[config.mk]
export PLATFORM = sky130hd
export DESIGN_NAME = async_brk_tx
export DESIGN_NICKNAME = d
export VERILOG_FILES = /design/src/rtl/atx_pkg.sv /design/src/rtl/atx_hold.sv /design/src/rtl/atx_framer.sv /design/src/rtl/atx_seq.sv /design/src/rtl/async_brk_tx.sv
export SDC_FILE = /design/constraint.sdc
export NUM_CORES = 1
export LEC_CHECK = 0
export CORE_MARGIN = 2
export CORE_UTILIZATION = 43
export CTS_BUF_LIST = sky130_fd_sc_hd__clkbuf_4
export CTS_CLUSTER_DIAMETER = 60
export CTS_CLUSTER_SIZE = 40
export DETAILED_ROUTE_END_ITERATION = 12
export GPL_ROUTABILITY_DRIVEN = 0
export PLACE_DENSITY = 0.65
export SLEW_MARGIN = 40
export SYNTH_ARGS = -nofsm -noshare
export SYNTH_HDL_FRONTEND = slang
export SYNTH_HIERARCHICAL = 1
export SYNTH_SLANG_ARGS = --single-unit
[constraint.sdc]
create_clock -name clk -period 3.1 [get_ports clk]
set_clock_uncertainty 0.05 [all_clocks]
set_input_delay 0.31 -clock clk [delete_from_list [all_inputs] [get_ports clk]]
set_output_delay 0.31 -clock clk [all_outputs]
set_load 0.05 [all_outputs]
[src/rtl/atx_pkg.sv]
package atx_pkg;
    typedef enum logic [2:0] {
        ST_IDLE,
        ST_PRE,
        ST_DATA,
        ST_BRK,
        ST_BRKEND
    } atx_state_e;
endpackage

[src/rtl/atx_hold.sv]
module atx_hold #(
    parameter int DATA_W = 9
) (
    input  logic              clk,
    input  logic              rst_n,
    input  logic              wr_stb,
    input  logic [DATA_W-1:0] wr_data,
    input  logic              take,
    output logic [DATA_W-1:0] hold_data,
    output logic              full
);
    always_ff @(posedge clk or negedge rst_n) begin
        if (!rst_n) begin
            full      <= 1'b0;
            hold_data <= '0;
        end else if (take) begin
            full <= 1'b0;
        end else if (wr_stb && !full) begin
            full      <= 1'b1;
            hold_data <= wr_data;
        end
    end

    // shift register only takes a word that is really queued
    a_r3_take_needs_word: assert property (@(posedge clk) disable iff (!rst_n)
        take |-> full);

    // a write into a full register leaves the word untouched
    a_r3_full_write_ignored: assert property (@(posedge clk) disable iff (!rst_n)
        (wr_stb && full && !take) |=> $stable(hold_data));
endmodule

[src/rtl/atx_framer.sv]
module atx_framer #(
    parameter int DATA_W = 9
) (
    input  logic [DATA_W-1:0] data,
    input  logic              wide,
    input  logic              par_en,
    input  logic              par_odd,
    output logic [DATA_W+1:0] word
);
    localparam int NARROW_W = DATA_W - 1;

    logic [DATA_W-1:0] payload;
    logic              par_bit;

    always_comb begin
        payload = data;
        par_bit = par_odd;
        for (int i = 0; i < DATA_W; i++) begin
            if (wide ? (i < DATA_W - 1) : (i < NARROW_W - 1)) begin
                par_bit = par_bit ^ data[i];
            end
        end
        if (par_en) begin
            if (wide) payload[DATA_W-1] = par_bit;
            else      payload[NARROW_W-1] = par_bit;
        end
        if (!wide) begin
            payload[DATA_W-1] = 1'b1;
        end
        word = {1'b1, payload, 1'b0};
    end
endmodule

[src/rtl/atx_seq.sv]
module atx_seq
    import atx_pkg::*;
#(
    parameter int DATA_W    = 9,
    parameter int BRK_EXTRA = 3
) (
    input  logic              clk,
    input  logic              rst_n,
    input  logic              bit_tick,
    input  logic              tx_en,
    input  logic              brk_req,
    input  logic              wide,
    input  logic              brk_long,
    input  logic              buf_full,
    input  logic [DATA_W+1:0] frame_word,
    output logic              take,
    output logic              txd,
    output logic              line_idle
);
    localparam int SH_W    = DATA_W + 2;
    localparam int BRK_MAX = SH_W + BRK_EXTRA;
    localparam int CNT_W   = $clog2(BRK_MAX + 1);
    localparam logic [CNT_W-1:0] PRE_WIDE   = CNT_W'(DATA_W);
    localparam logic [CNT_W-1:0] PRE_NARROW = CNT_W'(DATA_W - 1);
    localparam logic [CNT_W-1:0] FRM_WIDE   = CNT_W'(SH_W);
    localparam logic [CNT_W-1:0] FRM_NARROW = CNT_W'(SH_W - 1);
    localparam logic [CNT_W-1:0] BRK_ADD    = CNT_W'(BRK_EXTRA);
    localparam logic [CNT_W-1:0] ONE        = CNT_W'(1);

    atx_state_e       state, st_n, pick_st;
    logic [CNT_W-1:0] cnt, cnt_n, pick_cnt, brk_len;
    logic [SH_W-1:0]  shreg, sh_n;
    logic             te_q, pre_pend, pre_clr;
    logic             pick_load, pick_pre, use_pick;

    // picker: what starts when the line is free
    always_comb begin
        brk_len   = (wide ? FRM_WIDE : FRM_NARROW) + (brk_long ? BRK_ADD : '0);
        pick_st   = ST_IDLE;
        pick_cnt  = '0;
        pick_load = 1'b0;
        pick_pre  = 1'b0;
        if (tx_en) begin
            if (pre_pend) begin
                pick_st  = ST_PRE;
                pick_cnt = wide ? PRE_WIDE : PRE_NARROW;
                pick_pre = 1'b1;
            end else if (brk_req) begin
                pick_st  = ST_BRK;
                pick_cnt = brk_len;
            end else if (buf_full) begin
                pick_st   = ST_DATA;
                pick_cnt  = wide ? FRM_WIDE : FRM_NARROW;
                pick_load = 1'b1;
            end
        end
    end

    // next state
    always_comb begin
        st_n     = state;
        cnt_n    = cnt;
        sh_n     = shreg;
        use_pick = 1'b0;
        take     = 1'b0;
        pre_clr  = 1'b0;
        if (bit_tick) begin
            unique case (state)
                ST_IDLE, ST_BRKEND: use_pick = 1'b1;
                ST_PRE: begin
                    if (cnt == ONE) use_pick = 1'b1;
                    else            cnt_n = cnt - ONE;
                end
                ST_DATA: begin
                    if (cnt == ONE) begin
                        use_pick = 1'b1;
                    end else begin
                        cnt_n = cnt - ONE;
                        sh_n  = {1'b1, shreg[SH_W-1:1]};
                    end
                end
                ST_BRK: begin
                    if (cnt != ONE) begin
                        cnt_n = cnt - ONE;
                    end else if (tx_en && brk_req) begin
                        cnt_n = brk_len;
                    end else begin
                        st_n  = ST_BRKEND;
                        cnt_n = ONE;
                    end
                end
                default: st_n = ST_IDLE;
            endcase
            if (use_pick) begin
                st_n    = pick_st;
                cnt_n   = pick_cnt;
                pre_clr = pick_pre;
                if (pick_load) begin
                    sh_n = frame_word;
                    take = 1'b1;
                end
            end
        end
    end

    // state register
    always_ff @(posedge clk or negedge rst_n) begin
        if (!rst_n) begin
            state    <= ST_IDLE;
            cnt      <= '0;
            shreg    <= '1;
            te_q     <= 1'b0;
            pre_pend <= 1'b0;
        end else begin
            state <= st_n;
            cnt   <= cnt_n;
            shreg <= sh_n;
            te_q  <= tx_en;
            if (pre_clr)         pre_pend <= 1'b0;
            if (tx_en && !te_q)  pre_pend <= 1'b1;
        end
    end

    // outputs
    always_comb begin
        unique case (state)
            ST_DATA: txd = shreg[0];
            ST_BRK:  txd = 1'b0;
            default: txd = 1'b1;
        endcase
        line_idle = (state == ST_IDLE);
    end

    // the line only moves on a tick
    a_r11_line_holds: assert property (@(posedge clk) disable iff (!rst_n)
        !bit_tick |=> $stable(txd));

    // a loaded frame opens with the low start bit
    a_r1_start_low: assert property (@(posedge clk) disable iff (!rst_n)
        take |=> (txd == 1'b0));

    // leaving a break always passes through the high bit
    a_r8_high_after_break: assert property (@(posedge clk) disable iff (!rst_n)
        ($past(state) == ST_BRK && state != ST_BRK) |-> (state == ST_BRKEND && txd));

    // with the enable low an idle line stays idle
    a_r9_stay_idle: assert property (@(posedge clk) disable iff (!rst_n)
        (!tx_en && state == ST_IDLE) |=> (state == ST_IDLE));
endmodule

[src/rtl/async_brk_tx.sv]
module async_brk_tx #(
    parameter int DATA_W    = 9,
    parameter int BRK_EXTRA = 3
) (
    input  logic              clk,
    input  logic              rst_n,
    input  logic              bit_tick,
    input  logic              wr_stb,
    input  logic [DATA_W-1:0] wr_data,
    input  logic              tx_en,
    input  logic              brk_req,
    input  logic              wide_fmt,
    input  logic              par_en,
    input  logic              par_odd,
    input  logic              brk_long,
    input  logic              irq_empty_en,
    input  logic              irq_done_en,
    output logic              txd,
    output logic              tx_empty,
    output logic              tx_done,
    output logic              irq_empty,
    output logic              irq_done
);
    localparam int SH_W = DATA_W + 2;

    logic [DATA_W-1:0] hold_data;
    logic [SH_W-1:0]   frame_word;
    logic              full, take, line_idle;

    atx_hold #(.DATA_W(DATA_W)) hold_i (
        .clk(clk), .rst_n(rst_n), .wr_stb(wr_stb), .wr_data(wr_data),
        .take(take), .hold_data(hold_data), .full(full)
    );

    atx_framer #(.DATA_W(DATA_W)) framer_i (
        .data(hold_data), .wide(wide_fmt), .par_en(par_en),
        .par_odd(par_odd), .word(frame_word)
    );

    atx_seq #(.DATA_W(DATA_W), .BRK_EXTRA(BRK_EXTRA)) seq_i (
        .clk(clk), .rst_n(rst_n), .bit_tick(bit_tick), .tx_en(tx_en),
        .brk_req(brk_req), .wide(wide_fmt), .brk_long(brk_long),
        .buf_full(full), .frame_word(frame_word), .take(take),
        .txd(txd), .line_idle(line_idle)
    );

    assign tx_empty  = !full;
    assign tx_done   = !full && line_idle;
    assign irq_empty = irq_empty_en && tx_empty;
    assign irq_done  = irq_done_en && tx_done;

    // done implies the holding register is empty
    a_r4_done_needs_empty: assert property (@(posedge clk) disable iff (!rst_n)
        tx_done |-> tx_empty);

    // an accepted write clears the empty flag on the next cycle
    a_r3_write_fills: assert property (@(posedge clk) disable iff (!rst_n)
        (wr_stb && tx_empty) |=> !tx_empty);
endmodule

## Word-level counts from Yosys, hierarchy flattened

Cells that the tools add are included.

| storage, ports and cells | value |
|---|---|
| flip-flop bits (word level) | 30 |
| output and inout port bits | 5 |
| input bits | 21 |

| cells by class | value |
|---|---|
| muxes and demuxes | 49 |
| $add $sub $neg | 2 |
| reduce and logical (&&, ||, !) cells | 18 |
| equality and inequality tests | 10 |
| bitwise gates (word level) | 9 |

Operator list:

| kind | count |
|---|---|
| $mux 11 | 4 |
| $mux 4 | 8 |
| $mux 1 | 24 |
| $mux 3 | 6 |
| $ne 3x3->1 const B | 3 |
| $pmux 4 s2 | 1 |
| $xor 1x1->1 | 8 |
| $eq 3x2->1 const B | 2 |
| $logic_and 1x1->1 | 6 |
| $mux 2 | 3 |
| $pmux 3 s2 | 1 |
| $add 4x4->4 | 1 |
| $eq 4x1->1 const B | 1 |
| $ne 4x1->1 const B | 1 |
| $pmux 1 s2 | 2 |
| $reduce_and 4->1 | 1 |
| $reduce_bool 2->1 | 2 |
| $reduce_or 2->1 | 2 |
| $reduce_or 4->1 | 1 |
| $sub 4x1->4 const B | 1 |
| $eq 3x1->1 const B | 1 |
| $eq 3x3->1 const B | 1 |
| $logic_not 3->1 | 1 |
| $reduce_and 3->1 | 1 |
| 5 further kinds | 6 |

## Logic depth before layout (Yosys ltp)

| depth | value |
|---|---|
| depth in word-level cells | 14 |
| gate-level depth with buffers | 8 |
| depth with buffers taken out | 7 |

## Cells and area by module

The synthesis kept the hierarchy.

By module, submodules not included:

| module | cells each | area each (µm²) | seq. area each (µm²) | times used |
|---|---|---|---|---|
| atx_seq | 130 | 1267.5 | 514.2 | 1 |
| atx_hold | 23 | 416.6 | 250.2 | 1 |
| atx_framer | 24 | 195.2 | 0.0 | 1 |
| async_brk_tx | 4 | 25.0 | 0.0 | 1 |

## Worst setup path after synthesis

OpenSTA, ideal clock, no wires.

| path | value |
|---|---|
| kind | register -> register |
| start point | register seq_i.cnt[1] |
| end point | register hold_i.hold_data[0] |
| path slack | 0.937 ns |
| clock period less this slack | 2.163 ns |
| stages on the path, launching flop included | 9 |
| setup time | 0.125 ns |
| data required time | 2.925 ns |
| data arrival time | 1.988 ns |
| path buffers | 1 |
| cells stage by stage | dfrtp_1 > inv_1 > ha_1 > nor4b_4 > o21ai_1 > nor2_1 > nor3b_2 > buf_6 > mux2_4 |

| on the way | value |
|---|---|
| cells in the longest elaborated chain, start to end | 8 |

RTL lines:

| item | line | RTL |
|---|---|---|
| from (decl) | atx_seq.sv:31 | `logic [CNT_W-1:0] cnt, cnt_n, pick_cnt, brk_len;` |
| from (signal assigned) | atx_seq.sv:116 | `cnt <= cnt_n;` |
| $eq 4x1->1 | atx_seq.sv:71, atx_seq.sv:75 |  |
| $mux 1 | atx_seq.sv:71, atx_seq.sv:75 |  |
| $pmux 1 s2 | atx_seq.sv:68 | `unique case (state)` |
| $mux 1 | atx_seq.sv:67 | `if (bit_tick) begin` |
| $mux 1 | atx_seq.sv:94 | `if (use_pick) begin` |
| $mux 1 | atx_seq.sv:67 |  |
| net take | async_brk_tx.sv:28 | `logic full, take, line_idle;` |
| $not 1->1 (no line) | - |  |
| $reduce_and 2->1 (no line) | - |  |
| to (signal assigned) | atx_hold.sv:20 | `hold_data <= wr_data;` |
| to (decl) | atx_hold.sv:9 | `output logic [DATA_W-1:0] hold_data,` |

The timed path passes the listed nets, and every way through them passes these cells. The select of a mux whose other input is x is not followed.
A chain may end at the register's enable or synchronous reset.

## Worst setup path after layout

| path | value |
|---|---|
| start point | register seq_i.state[0] |
| end point | output irq_done |

| on the way | value |
|---|---|
| cells in the longest elaborated chain, start to end | 3 |

RTL lines:

| item | line | RTL |
|---|---|---|
| from (decl) | atx_seq.sv:30 | `atx_state_e state, st_n, pick_st;` |
| from (signal assigned) | atx_seq.sv:115 | `state <= st_n;` |
| $logic_not 3->1 | atx_seq.sv:131 | `line_idle = (state == ST_IDLE);` |
| net line_idle | async_brk_tx.sv:28 |  |
| $logic_and 1x1->1 | async_brk_tx.sv:48 | `assign tx_done = !full && line_idle;` |
| $logic_and 1x1->1 | async_brk_tx.sv:50 | `assign irq_done = irq_done_en && tx_done;` |
| to (decl) | async_brk_tx.sv:22 | `output logic irq_done` |

The timed path passes the listed nets, and every way through them passes these cells.

==> results.sh <==
export IMPL_maxSlewViolCount=0
export IMPL_yosysWarnings=6
export IMPL_p_per_area_nw_per_um2=945
export IMPL_hp_class="reg2reg"
export IMPL_async_flop_share=1.00
export IMPL_ys_seq_area_frac=0.401
export IMPL_crit_buf_inv=1
export IMPL_synth_most_common_cell="dfrtp_1"
export IMPL_min_path_cells=1
export IMPL_remaining_drc_errors=0
export IMPL_synth_commonest_cells="19 x dfrtp_1, 12 x inv_1, 11 x dfstp_2, 11 x nor2_1"
export IMPL_hold_end="seq_i/pre_pend"
export IMPL_maxClockFrequency_ghz=0.376
export IMPL_dp_cells=247
export IMPL_dr_total_vias=1467
export IMPL_timing_hold_ws_ns=0.383
export IMPL_status="completed"
export IMPL_grt_overflow=0
export IMPL_crit_type="reg2out"
export IMPL_vias_per_cell=5.73
export IMPL_wl_per_cell_um=16.4
export IMPL_topRoutingLayerUsed="met4"
export IMPL_path_max_fanout=12
export IMPL_crit_required_ns=2.74
export IMPL_clock_sinks=30
export IMPL_path_clk_slew_ns=0.10
export IMPL_rsz0062_at_grt="no"
export IMPL_grt_util_all_layers=0.181
export IMPL_maxCapViolations=0
export IMPL_clockBufferDepth=2
export IMPL_finalSetupViolations=0
export IMPL_grt_pass1_wl_mm=7.12
export IMPL_dpl_instance_area_um2=2150
export IMPL_synth_fp_nets=206
export IMPL_leakagePower_nw=0.944
export IMPL_initial_core_util=0.440
export IMPL_final_layout_size_suffix_gt1_frac=0.245
export IMPL_end_kind="primary output"
export IMPL_htreeDepth=2
export IMPL_ir_worst_vdd_uv=508
export IMPL_synth_edf_count=0
export IMPL_hpwl_mm=3.11
export IMPL_synth_area_leaders="dfrtp_1 25%, dfstp_2 15%, mux2_4 7.1%, a221o_1 4.2%, buf_4 3.5%"
export IMPL_r2r_start="seq_i/cnt[0]"
export IMPL_port_buffers=25
export IMPL_slowest_stage="clkdlybuf4s50_1"
export IMPL_cts_made_buffers=5
export IMPL_timing_final_hold_violations=0
export IMPL_start_kind="flop"
export IMPL_netlist_area_leader_share=0.250
export IMPL_synth_main_ff_cell="dfrtp_1"
export IMPL_ys_types=54
export IMPL_rrSetupSlack_ns=0.84
export IMPL_cts_tree="done"
export IMPL_grt_pass1_vias=1476
export IMPL_nets=228
export IMPL_reg2reg_depth=6
export IMPL_syn_area_um2=1900
export IMPL_finalSetupTns_ns=0
export IMPL_period_share=0.858
export IMPL_core_um2=4320
export IMPL_cpPeakStageDelay_ns=0.79
export IMPL_final_area_um2=2250
export IMPL_syn_area_per_cell_um2=10.5
export IMPL_met1_length_mm=1.78
export IMPL_syn_to_final_growth_pct=17.9
export IMPL_ctsResizeCount=0
export IMPL_relSlewSlack=0.546
export IMPL_reg2reg_to="hold_i/hold_data[3]"
export IMPL_arrival_ns=2.30
export IMPL_ant_nets=0
export IMPL_clockRootBuffer="clkbuf_4"
export IMPL_crit_family="buffers and inverters"
export IMPL_min_period_ns=2.66
export IMPL_syn_inst=181
export IMPL_met2_length_mm=2.18
export IMPL_pin_count=26
export IMPL_wl_mm=4.19
export IMPL_die_area_um2=4980
export IMPL_fp_dieW_um=70.6
export IMPL_holdCritStartpoint="seq_i/te_q"
export IMPL_fp_dieH_um=70.6
export IMPL_clock_latency_ns=0.34
export IMPL_wl_met3_um=182
export IMPL_grt_antenna_before_repair=0
export IMPL_tightest_slew_ns=0.680
export IMPL_critical_path_cell_chain="or2_2 -> nor2_1 -> and3b_1 -> clkdlybuf4s50_1"
export IMPL_rows=24
export IMPL_fin_cells=256
export IMPL_drtIter0Drc=179
export IMPL_grt_max_degree=22
export IMPL_yosysTopAreaCell="dfrtp_1"
export IMPL_drtPass1Iterations=4
export IMPL_yosys_register_bits=30
export IMPL_antenna_cells=0
metrics by stage:
step           utilization  power (mW)  worst slack (ns)
6_report             0.519        2.12             0.439
5_1_grt              0.519        2.27             0.310
4_1_cts              0.519        2.14             0.437
3_5_place_dp         0.498        1.80             0.620
3_3_place_gp         0.498        1.75             0.667
2_1_floorplan            -        1.62             0.937
power breakdown:
group	switching (mW)	internal [mW]	total, mW	leakage (nW)
logic	0.445	0.557	1.00	0.556
registers	0.191	0.601	0.792	0.342
clock network	0.140	0.188	0.328	0.0463
total	0.776	1.35	2.12	0.944
cells in the final DEF, fill, tap and decap left out, types with 2 or more instances in the layout:
cell / n
nand3_1: 3
o31ai_1: 2
ha_1: 4
mux2_2: 3
nor2b_1: 4
conb_1: 2
clkdlybuf4s50_1: 24
nand2_1: 6
nor3_1: 2
a211oi_1: 4
o21ai_0: 6
inv_1: 12
o21a_1: 2
a221o_1: 8
mux2_4: 9
clkbuf_4: 7
a21oi_1: 8
dfrtp_1: 19
xnor2_1: 7
nor2_1: 11
o32ai_1: 4
and2_1: 5
dfstp_2: 11
o21bai_1: 3
buf_4: 7
cell type report:
class | instances | area, um^2
fill | 399 | 2080
multi-input combinational | 121 | 981
sequential | 30 | 764
timing repair buffer | 33 | 308
tap | 52 | 65.1
clock buffer | 7 | 52.6
inverter | 12 | 45.0
clock inverter | 1 | 30.0
registers in the layout (all words and copies together) (netlist names):
name and count:
hold_i/hold_data 9, seq_i/cnt 4, hold_i/full 1, seq_i/state 3, seq_i/te_q 1, seq_i/pre_pend 1, seq_i/shreg 11
kinds of logic (layout without fill, tap and decap cells):
logic type | count (synthesis) | after routing | synth area share
flops | 30 | 30 | 0.401
buf+inv | 30 | 53 | 0.0867
compound gates | 50 | 50 | 0.199
fa+ha+maj | 4 | 4 | 0.0263
mux | 13 | 13 | 0.0940
xor+xnor | 9 | 9 | 0.0493
simple gates | 43 | 43 | 0.139
other cells | 2 | 2 | 0.00394
repair_timing:
item,4_1_cts,5_1_grt
buffers inserted,0,0
endpoints found under the hold margin,19,0
hold buffers,1,0
per-layer routing:
layer	up-vias	global-route usage
met1	710	0.222
met4	0	0.0566
li1	696	-
met2	57	0.312
met3	4	0.0513
met5	-	0
worst max path at each step:
stage	to	depth (start not counted)	startpoint	slack, ns
after floorplan	hold_i/hold_data[0]	8	seq_i/cnt[1]	0.94
after detailed placement	seq_i/cnt[0]	6	wide_fmt	0.62
final	irq_done	4	seq_i/state[0]	0.44
after global placement	hold_i/hold_data[4]	5	bit_tick	0.67
after global routing	tx_done	4	seq_i/state[0]	0.31
after CTS	irq_done	4	seq_i/state[0]	0.44
worst reg2reg max path, delay by kind of cell (launching register included):
kind	cells	cell delay, ns
AO/OA/AOI/OAI	1	0.20
adder cells (fa/ha/maj)	1	0.23
flip-flops	1	0.43
multiplexers	1	0.36
AND/OR/NAND/NOR	3	0.88
No activity file was read; power rests on OpenSTA's default activity.
